**src/rtl/mbus_pkg.sv**
```systemverilog
package mbus_pkg;
  typedef enum logic [2:0] {
    PH_IDLE = 3'd0,
    PH_T1   = 3'd1,
    PH_T2   = 3'd2,
    PH_TW   = 3'd3,
    PH_T3   = 3'd4,
    PH_T4   = 3'd5
  } phase_t;

  localparam logic [2:0] KIND_MEM_RD = 3'd0;
  localparam logic [2:0] KIND_MEM_WR = 3'd1;
  localparam logic [2:0] KIND_IO_RD  = 3'd2;
  localparam logic [2:0] KIND_IO_WR  = 3'd3;
  localparam logic [2:0] KIND_ACK    = 3'd4;

  typedef struct packed {
    logic wr;
    logic io;
    logic ack;
  } xfer_attr_t;

  localparam int VEC_W = 8;
endpackage

```
**src/rtl/mbus_kind_decode.sv**
```systemverilog
module mbus_kind_decode
  import mbus_pkg::*;
(
  input  logic [2:0]  kind,
  output logic        legal,
  output xfer_attr_t  attr
);
  always_comb begin
    legal = 1'b1;
    attr  = '0;
    case (kind)
      KIND_MEM_RD: attr = '{wr: 1'b0, io: 1'b0, ack: 1'b0};
      KIND_MEM_WR: attr = '{wr: 1'b1, io: 1'b0, ack: 1'b0};
      KIND_IO_RD:  attr = '{wr: 1'b0, io: 1'b1, ack: 1'b0};
      KIND_IO_WR:  attr = '{wr: 1'b1, io: 1'b1, ack: 1'b0};
      KIND_ACK:    attr = '{wr: 1'b0, io: 1'b0, ack: 1'b1};
      default:     legal = 1'b0;
    endcase
  end
endmodule

```
**src/rtl/mbus_phase_fsm.sv**
```systemverilog
module mbus_phase_fsm
  import mbus_pkg::*;
(
  input  logic   clk,
  input  logic   rst,
  input  logic   req_valid,
  input  logic   legal,
  input  logic   ready_in,
  output phase_t phase_q,
  output phase_t phase_d,
  output logic   accept,
  output logic   req_ready
);
  assign req_ready = (phase_q == PH_IDLE) || (phase_q == PH_T4);
  assign accept    = req_valid && legal && req_ready;

  always_comb begin
    phase_d = phase_q;
    case (phase_q)
      PH_IDLE: phase_d = accept ? PH_T1 : PH_IDLE;
      PH_T1:   phase_d = PH_T2;
      PH_T2:   phase_d = ready_in ? PH_T3 : PH_TW;
      PH_TW:   phase_d = ready_in ? PH_T3 : PH_TW;
      PH_T3:   phase_d = PH_T4;
      PH_T4:   phase_d = accept ? PH_T1 : PH_IDLE;
      default: phase_d = PH_IDLE;
    endcase
  end

  always_ff @(posedge clk) begin
    if (rst) phase_q <= PH_IDLE;
    else     phase_q <= phase_d;
  end

  // a low ready sample at the end of T2 or of a wait leads to a wait phase
  assert_wait_on_low_R5: assert property (@(posedge clk) disable iff (rst)
    ((phase_q == PH_T2 || phase_q == PH_TW) && !ready_in) |=> (phase_q == PH_TW));

  // a request taken in T4 starts T1 at once
  assert_chain_from_t4_R9: assert property (@(posedge clk) disable iff (rst)
    (phase_q == PH_T4 && accept) |=> (phase_q == PH_T1));
endmodule

```
**src/rtl/mbus_pin_drv.sv**
```systemverilog
module mbus_pin_drv
  import mbus_pkg::*;
#(
  parameter int ADDR_W = 20,
  parameter int DATA_W = 16
)(
  input  logic              clk,
  input  logic              rst,
  input  phase_t            phase_q,
  input  phase_t            phase_d,
  input  logic              accept,
  input  xfer_attr_t        attr_in,
  input  logic [ADDR_W-1:0] addr_in,
  input  logic [DATA_W-1:0] wdata_in,
  input  logic [DATA_W-1:0] bus_in,
  output logic [ADDR_W-1:0] bus_out,
  output logic              bus_oe,
  output logic              addr_strobe,
  output logic              io_sel,
  output logic              dir_tx,
  output logic              den_n,
  output logic              rd_n,
  output logic              wr_n,
  output logic              ack_n,
  output logic [DATA_W-1:0] rdata,
  output logic              done
);
  localparam int UP_W = ADDR_W - DATA_W;

  xfer_attr_t        attr_q;
  logic [ADDR_W-1:0] addr_q;
  logic [DATA_W-1:0] wdata_q;

  xfer_attr_t        attr_n;
  logic [ADDR_W-1:0] addr_n;
  logic [DATA_W-1:0] wdata_n;
  logic              busy_n, strobe_on, data_ph;
  logic [DATA_W-1:0] vec_ext;

  assign attr_n  = accept ? attr_in  : attr_q;
  assign addr_n  = accept ? addr_in  : addr_q;
  assign wdata_n = accept ? wdata_in : wdata_q;

  assign busy_n    = (phase_d != PH_IDLE);
  assign strobe_on = (phase_d == PH_T2) || (phase_d == PH_TW) || (phase_d == PH_T3);
  assign data_ph   = strobe_on || (phase_d == PH_T4);

  generate
    if (DATA_W > VEC_W) begin : g_vec_pad
      assign vec_ext = {{(DATA_W-VEC_W){1'b0}}, bus_in[VEC_W-1:0]};
    end else begin : g_vec_full
      assign vec_ext = bus_in;
    end
  endgenerate

  always_ff @(posedge clk) begin
    if (rst) begin
      attr_q      <= '0;
      addr_q      <= '0;
      wdata_q     <= '0;
      bus_out     <= '0;
      bus_oe      <= 1'b0;
      addr_strobe <= 1'b0;
      io_sel      <= 1'b0;
      dir_tx      <= 1'b0;
      den_n       <= 1'b1;
      rd_n        <= 1'b1;
      wr_n        <= 1'b1;
      ack_n       <= 1'b1;
      rdata       <= '0;
      done        <= 1'b0;
    end else begin
      if (accept) begin
        attr_q  <= attr_in;
        addr_q  <= addr_in;
        wdata_q <= wdata_in;
      end
      addr_strobe <= (phase_d == PH_T1);
      io_sel      <= busy_n && attr_n.io;
      dir_tx      <= busy_n && attr_n.wr;
      den_n       <= !strobe_on;
      rd_n        <= !(strobe_on && !attr_n.wr && !attr_n.ack);
      wr_n        <= !(strobe_on && attr_n.wr);
      ack_n       <= !(strobe_on && attr_n.ack);
      done        <= (phase_d == PH_T4);
      if (phase_d == PH_T1 && !attr_n.ack) begin
        bus_oe  <= 1'b1;
        bus_out <= addr_n;
      end else if (data_ph && attr_n.wr) begin
        bus_oe  <= 1'b1;
        bus_out <= {addr_n[ADDR_W-1 -: UP_W], wdata_n};
      end else begin
        bus_oe  <= 1'b0;
        bus_out <= '0;
      end
      if (phase_q == PH_T3 && !attr_q.wr)
        rdata <= attr_q.ack ? vec_ext : bus_in;
    end
  end

  // never more than one command strobe active
  assert_one_strobe_R4: assert property (@(posedge clk) disable iff (rst)
    $countones({~rd_n, ~wr_n, ~ack_n}) <= 1);

  // address phase carries no command strobe
  assert_strobe_idle_in_addr_R2: assert property (@(posedge clk) disable iff (rst)
    addr_strobe |-> (rd_n && wr_n && ack_n && den_n));

  // completion clock releases strobes and lasts one clock
  assert_release_at_done_R7: assert property (@(posedge clk) disable iff (rst)
    done |-> (rd_n && wr_n && ack_n && den_n));
  assert_done_single_R7: assert property (@(posedge clk) disable iff (rst)
    done |=> !done);

  // acknowledge never drives the shared lines
  assert_ack_float_R8: assert property (@(posedge clk) disable iff (rst)
    !ack_n |-> !bus_oe);

  // direction and space select hold while data is enabled
  assert_dir_hold_R3: assert property (@(posedge clk) disable iff (rst)
    !den_n |=> ($stable(dir_tx) && $stable(io_sel)));
endmodule

```
**src/rtl/mbus_cycle_seq.sv**
```systemverilog
module mbus_cycle_seq
  import mbus_pkg::*;
#(
  parameter int ADDR_W = 20,
  parameter int DATA_W = 16
)(
  input  logic              clk,
  input  logic              rst,
  input  logic              req_valid,
  input  logic [2:0]        req_kind,
  input  logic [ADDR_W-1:0] req_addr,
  input  logic [DATA_W-1:0] req_wdata,
  output logic              req_ready,
  input  logic              ready_in,
  input  logic [DATA_W-1:0] bus_in,
  output logic [ADDR_W-1:0] bus_out,
  output logic              bus_oe,
  output logic              addr_strobe,
  output logic              io_sel,
  output logic              dir_tx,
  output logic              den_n,
  output logic              rd_n,
  output logic              wr_n,
  output logic              ack_n,
  output logic [DATA_W-1:0] rdata,
  output logic              done
);
  logic       legal, accept;
  xfer_attr_t attr;
  phase_t     phase_q, phase_d;

  mbus_kind_decode u_dec (
    .kind  (req_kind),
    .legal (legal),
    .attr  (attr)
  );

  mbus_phase_fsm u_fsm (
    .clk       (clk),
    .rst       (rst),
    .req_valid (req_valid),
    .legal     (legal),
    .ready_in  (ready_in),
    .phase_q   (phase_q),
    .phase_d   (phase_d),
    .accept    (accept),
    .req_ready (req_ready)
  );

  mbus_pin_drv #(.ADDR_W(ADDR_W), .DATA_W(DATA_W)) u_pins (
    .clk         (clk),
    .rst         (rst),
    .phase_q     (phase_q),
    .phase_d     (phase_d),
    .accept      (accept),
    .attr_in     (attr),
    .addr_in     (req_addr),
    .wdata_in    (req_wdata),
    .bus_in      (bus_in),
    .bus_out     (bus_out),
    .bus_oe      (bus_oe),
    .addr_strobe (addr_strobe),
    .io_sel      (io_sel),
    .dir_tx      (dir_tx),
    .den_n       (den_n),
    .rd_n        (rd_n),
    .wr_n        (wr_n),
    .ack_n       (ack_n),
    .rdata       (rdata),
    .done        (done)
  );

  // an illegal kind while idle leaves the block idle
  assert_illegal_ignored_R10: assert property (@(posedge clk) disable iff (rst)
    (req_valid && !legal && phase_q == PH_IDLE) |=> (phase_q == PH_IDLE));
endmodule

```
**config.mk**
```make
export PLATFORM = sky130hd
export DESIGN_NAME = mbus_cycle_seq
export DESIGN_NICKNAME = d
export VERILOG_FILES = /design/src/rtl/mbus_pkg.sv /design/src/rtl/mbus_kind_decode.sv /design/src/rtl/mbus_phase_fsm.sv /design/src/rtl/mbus_pin_drv.sv /design/src/rtl/mbus_cycle_seq.sv
export SDC_FILE = /design/constraint.sdc
export NUM_CORES = 1
export LEC_CHECK = 0
export BUFFER_PORTS_ARGS = -buffer_cell sky130_fd_sc_hd__buf_2
export CAP_MARGIN = 30
export CORE_MARGIN = 8
export CORE_UTILIZATION = 42
export CTS_CLUSTER_DIAMETER = 50
export DETAILED_ROUTE_END_ITERATION = 7
export GPL_TIMING_DRIVEN = 0
export PLACE_DENSITY = 0.7
export SYNTH_ARGS = -nofsm -noshare
export SYNTH_HDL_FRONTEND = slang
export SYNTH_SLANG_ARGS = --single-unit
```
**constraint.sdc**
```tcl
create_clock -name clk -period 1.6 [get_ports clk]
set_clock_uncertainty 0.05 [all_clocks]
set_input_delay 0.4 -clock clk [delete_from_list [all_inputs] [get_ports clk]]
set_output_delay 0.4 -clock clk [all_outputs]
set_load 0.01 [all_outputs]
```
==> run metrics <==
Max FO, Critical Path=5; critical path's top delay family=buffers and inverters; Max-cap violations=0; r2r worst-path depth=7; Yosys reg bits=between 70 and 80; I/O Pins=105; TritonCTS clock tree=done; Final Non-Filler Cells=~480; Worst path most repeated cell=buf_6; Layout Nets=about 460; GP Congestion=approximately 0.77; Area Overhead vs Synth=56.4%; Core ar.=just under 6000 um^2; largest net degree at the start of global routing=13; Root Buffer=clkbuf_8; number of global-route vias before repair=2,446; worst setup margin=-0.136 ns; post-route setup TNS=-1.88 ns; # rows=28; endpoint of the worst hold path=u_fsm.phase_q[1]; crit-path cells=buf_12 -> xnor2_4 -> buf_6 -> nand4b_4 -> o31a_1 -> buf_6 -> a211oi_4; status=finished with violations; post-route ant nets=0; Slew Limit Fails=0; Die ar.=slightly below 9000 um^2; CP max-delay cell=dfxtp_4; critical path arrival=1.94 ns; hold depth=2; Ant. Diodes=0; Tcrit/Tclk final=1.09; DR vias/cell=4.94; synth warn=0; sequential area share after synthesis=0.553; DRC=0; Worst-path clk slew=approximately 0.08 ns; die width=approximately 94 um; distinct cell type count after synthesis=34; failing checks=setup timing; Clock Latency Late Sink=0.33 ns; DRT Wirelength=roughly 8 mm; Iteration-0 DRC Markers=~80; layout cells sized above 1=0.504; dpl hpwl=roughly 5.1 mm; RR Startpoint=u_fsm.phase_q[0]; commonest non-fill, non-tap cell in the layout=buf_2; routed via count=approximately 2,400; Achievable Freq=approximately 580 MHz; dpl cells=~440; crit path capture type=flip-flop; Critical Path Start Type=flip-flop; Setup CP Type=flip-flop to flip-flop; initial core utilization=0.434; post-place setup slack=-0.351 ns; Pre-Repair DR Iteration Count=5; Final min period=1.74 ns; flop2flop setup slack=-0.14 ns; total gr overflow=0; worst hold path class=primary input to flip-flop; Slew HR=0.649; TritonCTS Sinks=71; area of the mapped netlist=approximately 2600 um^2; Mapped Cells=~260; multi-input combinational cell area=1370 um^2; clock tree buffer depth=2; CTS Buf Count=9; RSZ-0062 raised after global routing=yes; fin util=0.679; CP Buf/Inv Count=3; port bufs=slightly above 100; die height=~94 um; Slew @ Worst Pin=roughly 0.52 ns; Hold Vio Cnt, Final=0; leakage=between 0.0015 and 0.002 uW; first-pass GRT wire length=11.7 mm; syn nets=~320; filler instances=449; r2r endpoint=u_pins.bus_out[4]; Max IR drop VDD=around 0.55 mV; most frequent cells in the layout=buf_2 (104), dfxtp_1 (69), nor2_1 (47); Hold Buf Count CTS=0; Register Area=roughly 1400 um^2; Crit path required time=1.81 ns; overall routing resource usage=0.169; Wirelength per Cell=16.3 um; initial antenna violation count=0; H-tree Lvls=3; Pwr Density=1090 nW/um^2; Syn Area/Cell=approximately 9.7 um^2; hold_sp=ready_in; setup violators final=22; crit-path max cell delay=approximately 0.38 ns; Final Total Pwr=roughly 4400 uW
layer usage:
layer | track usage | vias up | wire (um) | part of all wire
li1 | - | 1161 | - | -
met1 | 0.185 | 1080 | 3090 | 0.40
met2 | 0.266 | 106 | 3650 | 0.47
met4 | 0.0911 | 0 | 144 | 0.019
met3 | 0.0791 | 15 | 893 | 0.11
met5 | 0 | - | 0 | 0
kinds of logic (layout without fill, tap and decap cells):
group,Yosys count,after routing,synth area share
xor+xnor,2,2,0.00973
buf+inv,23,162,0.0545
simple gates,103,103,0.193
mux,21,21,0.0818
flops,71,71,0.553
compound gates,44,44,0.108
layout make-up:
type | count | area share
tap | 75 | 0.0233
clock buffer | 10 | 0.0342
multi-input combinational | 170 | 0.340
buffer | 18 | 0.0370
inverter | 3 | 0.00280
sequential | 71 | 0.355
clock inverter | 6 | 0.0208
timing repair buffer | 125 | 0.186
registers in the layout, summed over array words and instances, names as in the netlist, 3 cells and up:
register        flops
u_pins.attr_q       3
u_fsm.phase_q       3
u_pins.addr_q       4
u_pins.rdata       16
u_pins.wdata_q     16
u_pins.bus_out     20
how the worst max path moves through the flow:
stage	depth (start not counted)	slack [ns]	from	to
3_5_place_dp	7	-0.35	req_kind[0]	u_pins.bus_out[12]
6_report	7	-0.14	u_fsm.phase_q[0]	u_pins.bus_out[4]
4_1_cts	4	-0.12	u_fsm.phase_q[0]	req_ready
2_1_floorplan	6	0.01	req_kind[0]	u_pins.bus_out[10]
3_3_place_gp	7	-0.28	req_kind[0]	u_pins.bus_out[9]
5_1_grt	7	-0.21	u_fsm.phase_q[0]	u_pins.bus_out[4]
through the flow:
stage	cell area [um^2]	hold WS (ns)
finish	4020	0.225
detailed placement	3180	0.393
CTS	3710	0.205
global placement	3180	0.384
global route	4020	0.210
floorplan	2570	0.406
cells in the mapped netlist, drive strengths merged:
cell | number | share of area
nor4b | 1 | 0.0034
nand2b | 2 | 0.0049
mux2i | 21 | 0.082
dfxtp | 71 | 0.55
xor2 | 1 | 0.0034
nor2 | 50 | 0.076
clkbuf | 8 | 0.012
nand3 | 4 | 0.012
a211oi | 16 | 0.047
o31a | 1 | 0.0034
inv | 3 | 0.0044
nand4b | 1 | 0.0092
a31oi | 1 | 0.0024
a32o | 1 | 0.0039
and3 | 1 | 0.0024
a22oi | 1 | 0.0029
or3b | 1 | 0.0044
nand2 | 27 | 0.039
nand3b | 9 | 0.026
nor3 | 3 | 0.0058
a21o | 1 | 0.0029
xnor2 | 1 | 0.0063
nor2b | 3 | 0.0073
o211ai | 1 | 0.0029
buf | 12 | 0.038
a21oi | 19 | 0.037
or3 | 1 | 0.0024
o21ai | 3 | 0.0058
power by group:
group,total [uW],switching [uW],internal (uW)
clock,1580,665,915
sequential,1910,54.8,1860
combinational,895,428,467
total,4390,1150,3240
repair_timing:
item	in CTS	in global routing
gates resized for setup	42	52
pin swaps	13	6
buffers inserted	16	3
cloned	1	2
setup endpoints to repair	38	55
Power figures use the tool's default switching activity.
